==> config.mk <==
export PLATFORM = sky130hd
export DESIGN_NAME = cfg_bitbang_loader
export DESIGN_NICKNAME = d
export VERILOG_FILES = /design/src/rtl/cfg_bitbang_loader.sv
export SDC_FILE = /design/constraint.sdc
export NUM_CORES = 1
export LEC_CHECK = 0
export BUFFER_PORTS_ARGS = -buffer_cell sky130_fd_sc_hd__buf_2
export CAP_MARGIN = 15
export CORE_ASPECT_RATIO = 1.25
export CORE_UTILIZATION = 40
export CTS_CLUSTER_SIZE = 14
export DETAILED_ROUTE_END_ITERATION = 6
export PLACE_DENSITY = 0.67
export SLEW_MARGIN = 20
export SYNTH_ARGS = -nofsm -noshare
export SYNTH_HDL_FRONTEND = slang
export SYNTH_SLANG_ARGS = --single-unit
==> constraint.sdc <==
create_clock -name clk -period 2.5 [get_ports clk]
set_clock_uncertainty 0.05 [all_clocks]
set_input_delay 0.125 -clock clk [delete_from_list [all_inputs] [get_ports clk]]
set_output_delay 0.125 -clock clk [all_outputs]
set_load 0.02 [all_outputs]
==> src/rtl/cfg_bitbang_loader.sv <==
module cfg_bitbang_loader #(
  parameter int WORD_W      = 32,
  parameter int ADDR_W      = 8,
  parameter int SYNC_STAGES = 2
) (
  input  logic              clk,
  input  logic              rst_n,
  input  logic              sample_i,
  input  logic              data_i,
  output logic              word_valid_o,
  output logic [WORD_W-1:0] word_data_o,
  output logic [ADDR_W-1:0] word_addr_o
);

  localparam int CNT_W = $clog2(WORD_W);
  localparam logic [CNT_W-1:0] LAST_BIT = CNT_W'(WORD_W - 1);

  logic [SYNC_STAGES-1:0] strb_sync, dat_sync;
  logic                   strb_prev;
  logic [CNT_W-1:0]       bit_cnt;
  logic [WORD_W-1:0]      shreg;
  logic [ADDR_W-1:0]      next_addr;

  logic loading, strb_edge, bit_in;
  assign loading   = !rst_n;
  assign bit_in    = dat_sync[SYNC_STAGES-1];
  assign strb_edge = strb_sync[SYNC_STAGES-1] && !strb_prev;

  always_ff @(posedge clk) begin
    strb_sync <= {strb_sync[SYNC_STAGES-2:0], sample_i};
    dat_sync  <= {dat_sync[SYNC_STAGES-2:0], data_i};
    strb_prev <= strb_sync[SYNC_STAGES-1];
  end

  always_ff @(posedge clk) begin
    word_valid_o <= 1'b0;
    if (!loading) begin
      bit_cnt     <= '0;
      shreg       <= '0;
      next_addr   <= '0;
      word_addr_o <= '0;
      word_data_o <= '0;
    end else if (strb_edge) begin
      shreg   <= {shreg[WORD_W-2:0], bit_in};
      bit_cnt <= (bit_cnt == LAST_BIT) ? '0 : bit_cnt + 1'b1;
      if (bit_cnt == LAST_BIT) begin
        word_valid_o <= 1'b1;
        word_data_o  <= {shreg[WORD_W-2:0], bit_in};
        word_addr_o  <= next_addr;
        next_addr    <= next_addr + 1'b1;
      end
    end
  end

  assert_quiet_out_of_reset_R1: assert property (@(posedge clk)
    rst_n && $past(rst_n) |-> !word_valid_o && word_addr_o == '0);

  assert_count_moves_on_edge_R2: assert property (@(posedge clk) disable iff (rst_n)
    !$past(rst_n) && bit_cnt != $past(bit_cnt) |-> $past(strb_edge));

  assert_single_cycle_pulse_R5: assert property (@(posedge clk) disable iff (rst_n)
    word_valid_o |=> !word_valid_o);

  assert_outputs_hold_between_words_R5: assert property (@(posedge clk) disable iff (rst_n)
    !$past(rst_n) && !word_valid_o |-> $stable(word_data_o) && $stable(word_addr_o));

  assert_count_cleared_on_release_R7: assert property (@(posedge clk)
    rst_n && $past(rst_n) |-> bit_cnt == '0);

endmodule

==> impl_metrics.json <==
{
  "r2r_end": "next_addr[7]",
  "cp_cell_sequence": "ha_1 > and3_1 > ha_1 > nand3b_1 > nor4_1 > mux2_1",
  "max-slew-margin-rel_pct": 64.4,
  "end_kind": "flop",
  "hold_path_end": "next_addr[0]",
  "rows": 35,
  "worstReg2RegStart": "bit_cnt[0]",
  "grt_pass1_wl_mm": 10.3,
  "yosysTopAreaCell": "dfxtp_1",
  "critPathKind": "flop to flop",
  "cts.htree.levels": 3,
  "switchingPower_uw": 562,
  "pwr-share-comb_pct": 2.2,
  "layout_common_cells": "150 x nand2_1, 90 x dfxtp_1, 79 x a21oi_1",
  "cpPeakStageDelay_ns": 0.39,
  "final_max_slew_viol_count": 0,
  "grtUsageTotal_pct": 16.0,
  "clock-sinks": 90,
  "timing.final.crit_period_ns": 2.01,
  "synthToLayoutAreaGrowth_pct": 16.3,
  "die-area_um2": 8220,
  "portBuffers": 44,
  "syn-num-nets": 392,
  "path_delay_family": "simple AND/OR/NAND/NOR gates",
  "wl_per_cell_um": 11.5,
  "first_pass_iters": 4,
  "path_buf_inv": 0,
  "min-delay-start": "rst_n",
  "numCtsBuffers": 9,
  "overflow": 0,
  "ys_types": 27,
  "hp-class": "primary input to flop",
  "ff2ff_path_depth": 6,
  "vias": 2549,
  "worstHoldPathCells": 2,
  "whs_ns": 0.199,
  "grt_max_degree": 38,
  "final_common_cell": "nand2_1",
  "placed_cell_area_um2": 3430,
  "tns_ns": 0,
  "status": "completed",
  "setup.worst_path.start": "bit_cnt[0]",
  "fin_area_um2": 3650,
  "max_freq_mhz": 497,
  "seqPwrFrac_pct": 58.3,
  "die_w_um": 81.3,
  "cellLeakagePower_uw": 0.00134,
  "nFillCells": 771,
  "synthCells": 385,
  "final_antenna_net_count": 0,
  "min_period_over_period_pct": 80.6,
  "drt-vias-per-instance": 4.89,
  "tightest_slew_ns": 0.534,
  "dpl.hpwl_mm": 3.92,
  "r2r_slack_ns": 0.49,
  "drc": 0,
  "tritoncts": "yes",
  "yosysSeqAreaShare_pct": 57.3,
  "clock_latency_ns": 0.34,
  "cts_buffer_depth": 2,
  "grt_pass1_vias": 2327,
  "synth_area_per_cell_um2": 8.16,
  "fin_util_pct": 48.8,
  "cp-start-kind": "flop",
  "core-area_um2": 7490,
  "drt-total-wl_mm": 6.00,
  "peakVddDrop_mv": 0.428,
  "worstPathArrival_ns": 2.20,
  "synth_seq_cells": 90,
  "die_h_um": 101,
  "antenna_found_initial": 0,
  "cp_common_cell": "ha_1",
  "synth_warnings": 0,
  "drtIter0Drc": 136,
  "gp_congestion": 0.789,
  "syn_area_um2": 3140,
  "p_clk_share_pct": 39.5,
  "cap_viol_max_count": 0,
  "switching_share_pct": 22.6,
  "drive_above_1_share_pct": 16.3,
  "rsz0062_at_grt": "no",
  "diodes": 0,
  "pin_count": 45,
  "synth.area.top_cells": "dfxtp_1 57%, nand2_1 18%, a21oi_1 13%",
  "hold_viol_final": 0,
  "crit_fanout": 7,
  "clkTransAtPathRegs_ns": 0.09,
  "start_util_pct": 42.0,
  "setup_violations": 0,
  "cp.required_ns": 2.69,
  "fin_nets": 431,
  "internal-power_uw": 1920,
  "power_density_nw_per_um2": 679,
  "worst_path_max_delay_cell": "dfxtp_1",
  "synth_top_area_share_pct": 57.3,
  "cts_root_buf": "clkbuf_8"
}
-- cells in the mapped netlist --
cell type and instances:
nand3b_1 2, o21ai_0 3, o31ai_1 2, nand2b_1 1
nor4_1 1, buf_1 1, nor2b_1 2, dfxtp_1 90
nor2_1 4, and3b_1 1, mux2_1 1, buf_2 10
nand3_1 2, nand4b_1 1, clkbuf_1 16, nand2_1 150
and3_1 1, or4_1 3, ha_1 3, a21oi_1 79
xor2_1 1, xnor2_1 3, nor3_1 2, a31oi_1 1
or3_1 2, inv_1 2, nand4_1 1
-- final cells by class --
| class | instances | area, µm² | area share [%] |
|---|---|---|---|
| Inverter | 2 | 7.51 | 0.205 |
| Clock buffer | 9 | 124 | 3.39 |
| Tap cell | 92 | 115 | 3.15 |
| Timing Repair Buffer | 55 | 308 | 8.42 |
| Clock inverter | 7 | 77.6 | 2.12 |
| Multi-Input combinational cell | 266 | 1220 | 33.4 |
| Sequential cell | 90 | 1800 | 49.3 |
-- routing by layer --
metal | vias to the layer above | routed length, µm | GRT usage, %
met5 | - | 0 | 0
met4 | 0 | 52 | 5.36
met3 | 4 | 248 | 4.34
met2 | 46 | 2900 | 27.2
met1 | 1169 | 2800 | 19.1
li1 | 1330 | - | -
-- power by group through the flow --
stage / Combinational [µW] / Clock, µW / Sequential, µW
2_1_floorplan: 40.3 / 0 / 1480
5_1_grt: 62.3 / 1070 / 1450
3_3_place_gp: 53.5 / 0 / 1480
4_1_cts: 56.3 / 1000 / 1450
6_report: 55.8 / 981 / 1450
3_5_place_dp: 53.6 / 0 / 1480
-- sequential cells by signal, indices dropped and copies added, names as in the netlist --
name / cells
strb_sync: 2
word_valid_o: 1
dat_sync: 2
word_addr_o: 8
next_addr: 8
word_data_o: 32
bit_cnt: 5
strb_prev: 1
shreg: 31
-- per-stage QoR --
stage	cells	total power, µW	setup WS [ns]
after floorplan	385	1520	0.608
after global placement	503	1530	0.578
after global routing	521	2580	0.360
after CTS	521	2510	0.476
final	521	2480	0.486
after detailed placement	503	1530	0.488
-- how the worst max path moves through the flow --
stage	to	slack, ns	cells past startpoint
global route	word_data_o[30]	0.36	7
floorplan	next_addr[7]	0.61	7
global placement	next_addr[7]	0.58	6
CTS	next_addr[7]	0.48	6
finish	next_addr[7]	0.49	6
detailed placement	next_addr[7]	0.49	6
-- cell families after synthesis --
| family | count (synthesis) | share of synthesized area, % |
|---|---|---|
| flops | 90 | 57.3 |
| buf+inv | 29 | 3.86 |
| fa+ha+maj | 3 | 1.19 |
| compound gates | 85 | 13.7 |
| simple gates | 173 | 22.4 |
| xor+xnor | 4 | 1.12 |
| mux | 1 | 0.358 |
-- worst register-to-register path, cell delays in order, from the launching register on --
cell and delay (ns):
dfxtp_1 0.39, ha_1 0.19, and3_1 0.16, ha_1 0.22, nand3b_1 0.22, nor4_1 0.34
mux2_1 0.35
-- timing repair --
item	4_1_cts	5_1_grt
hold buffers	2	0
buffers inserted	0	0
hold endpoints to repair	2	0
resized for setup	0	0
Note: power is estimated with default switching activity, not from simulation.
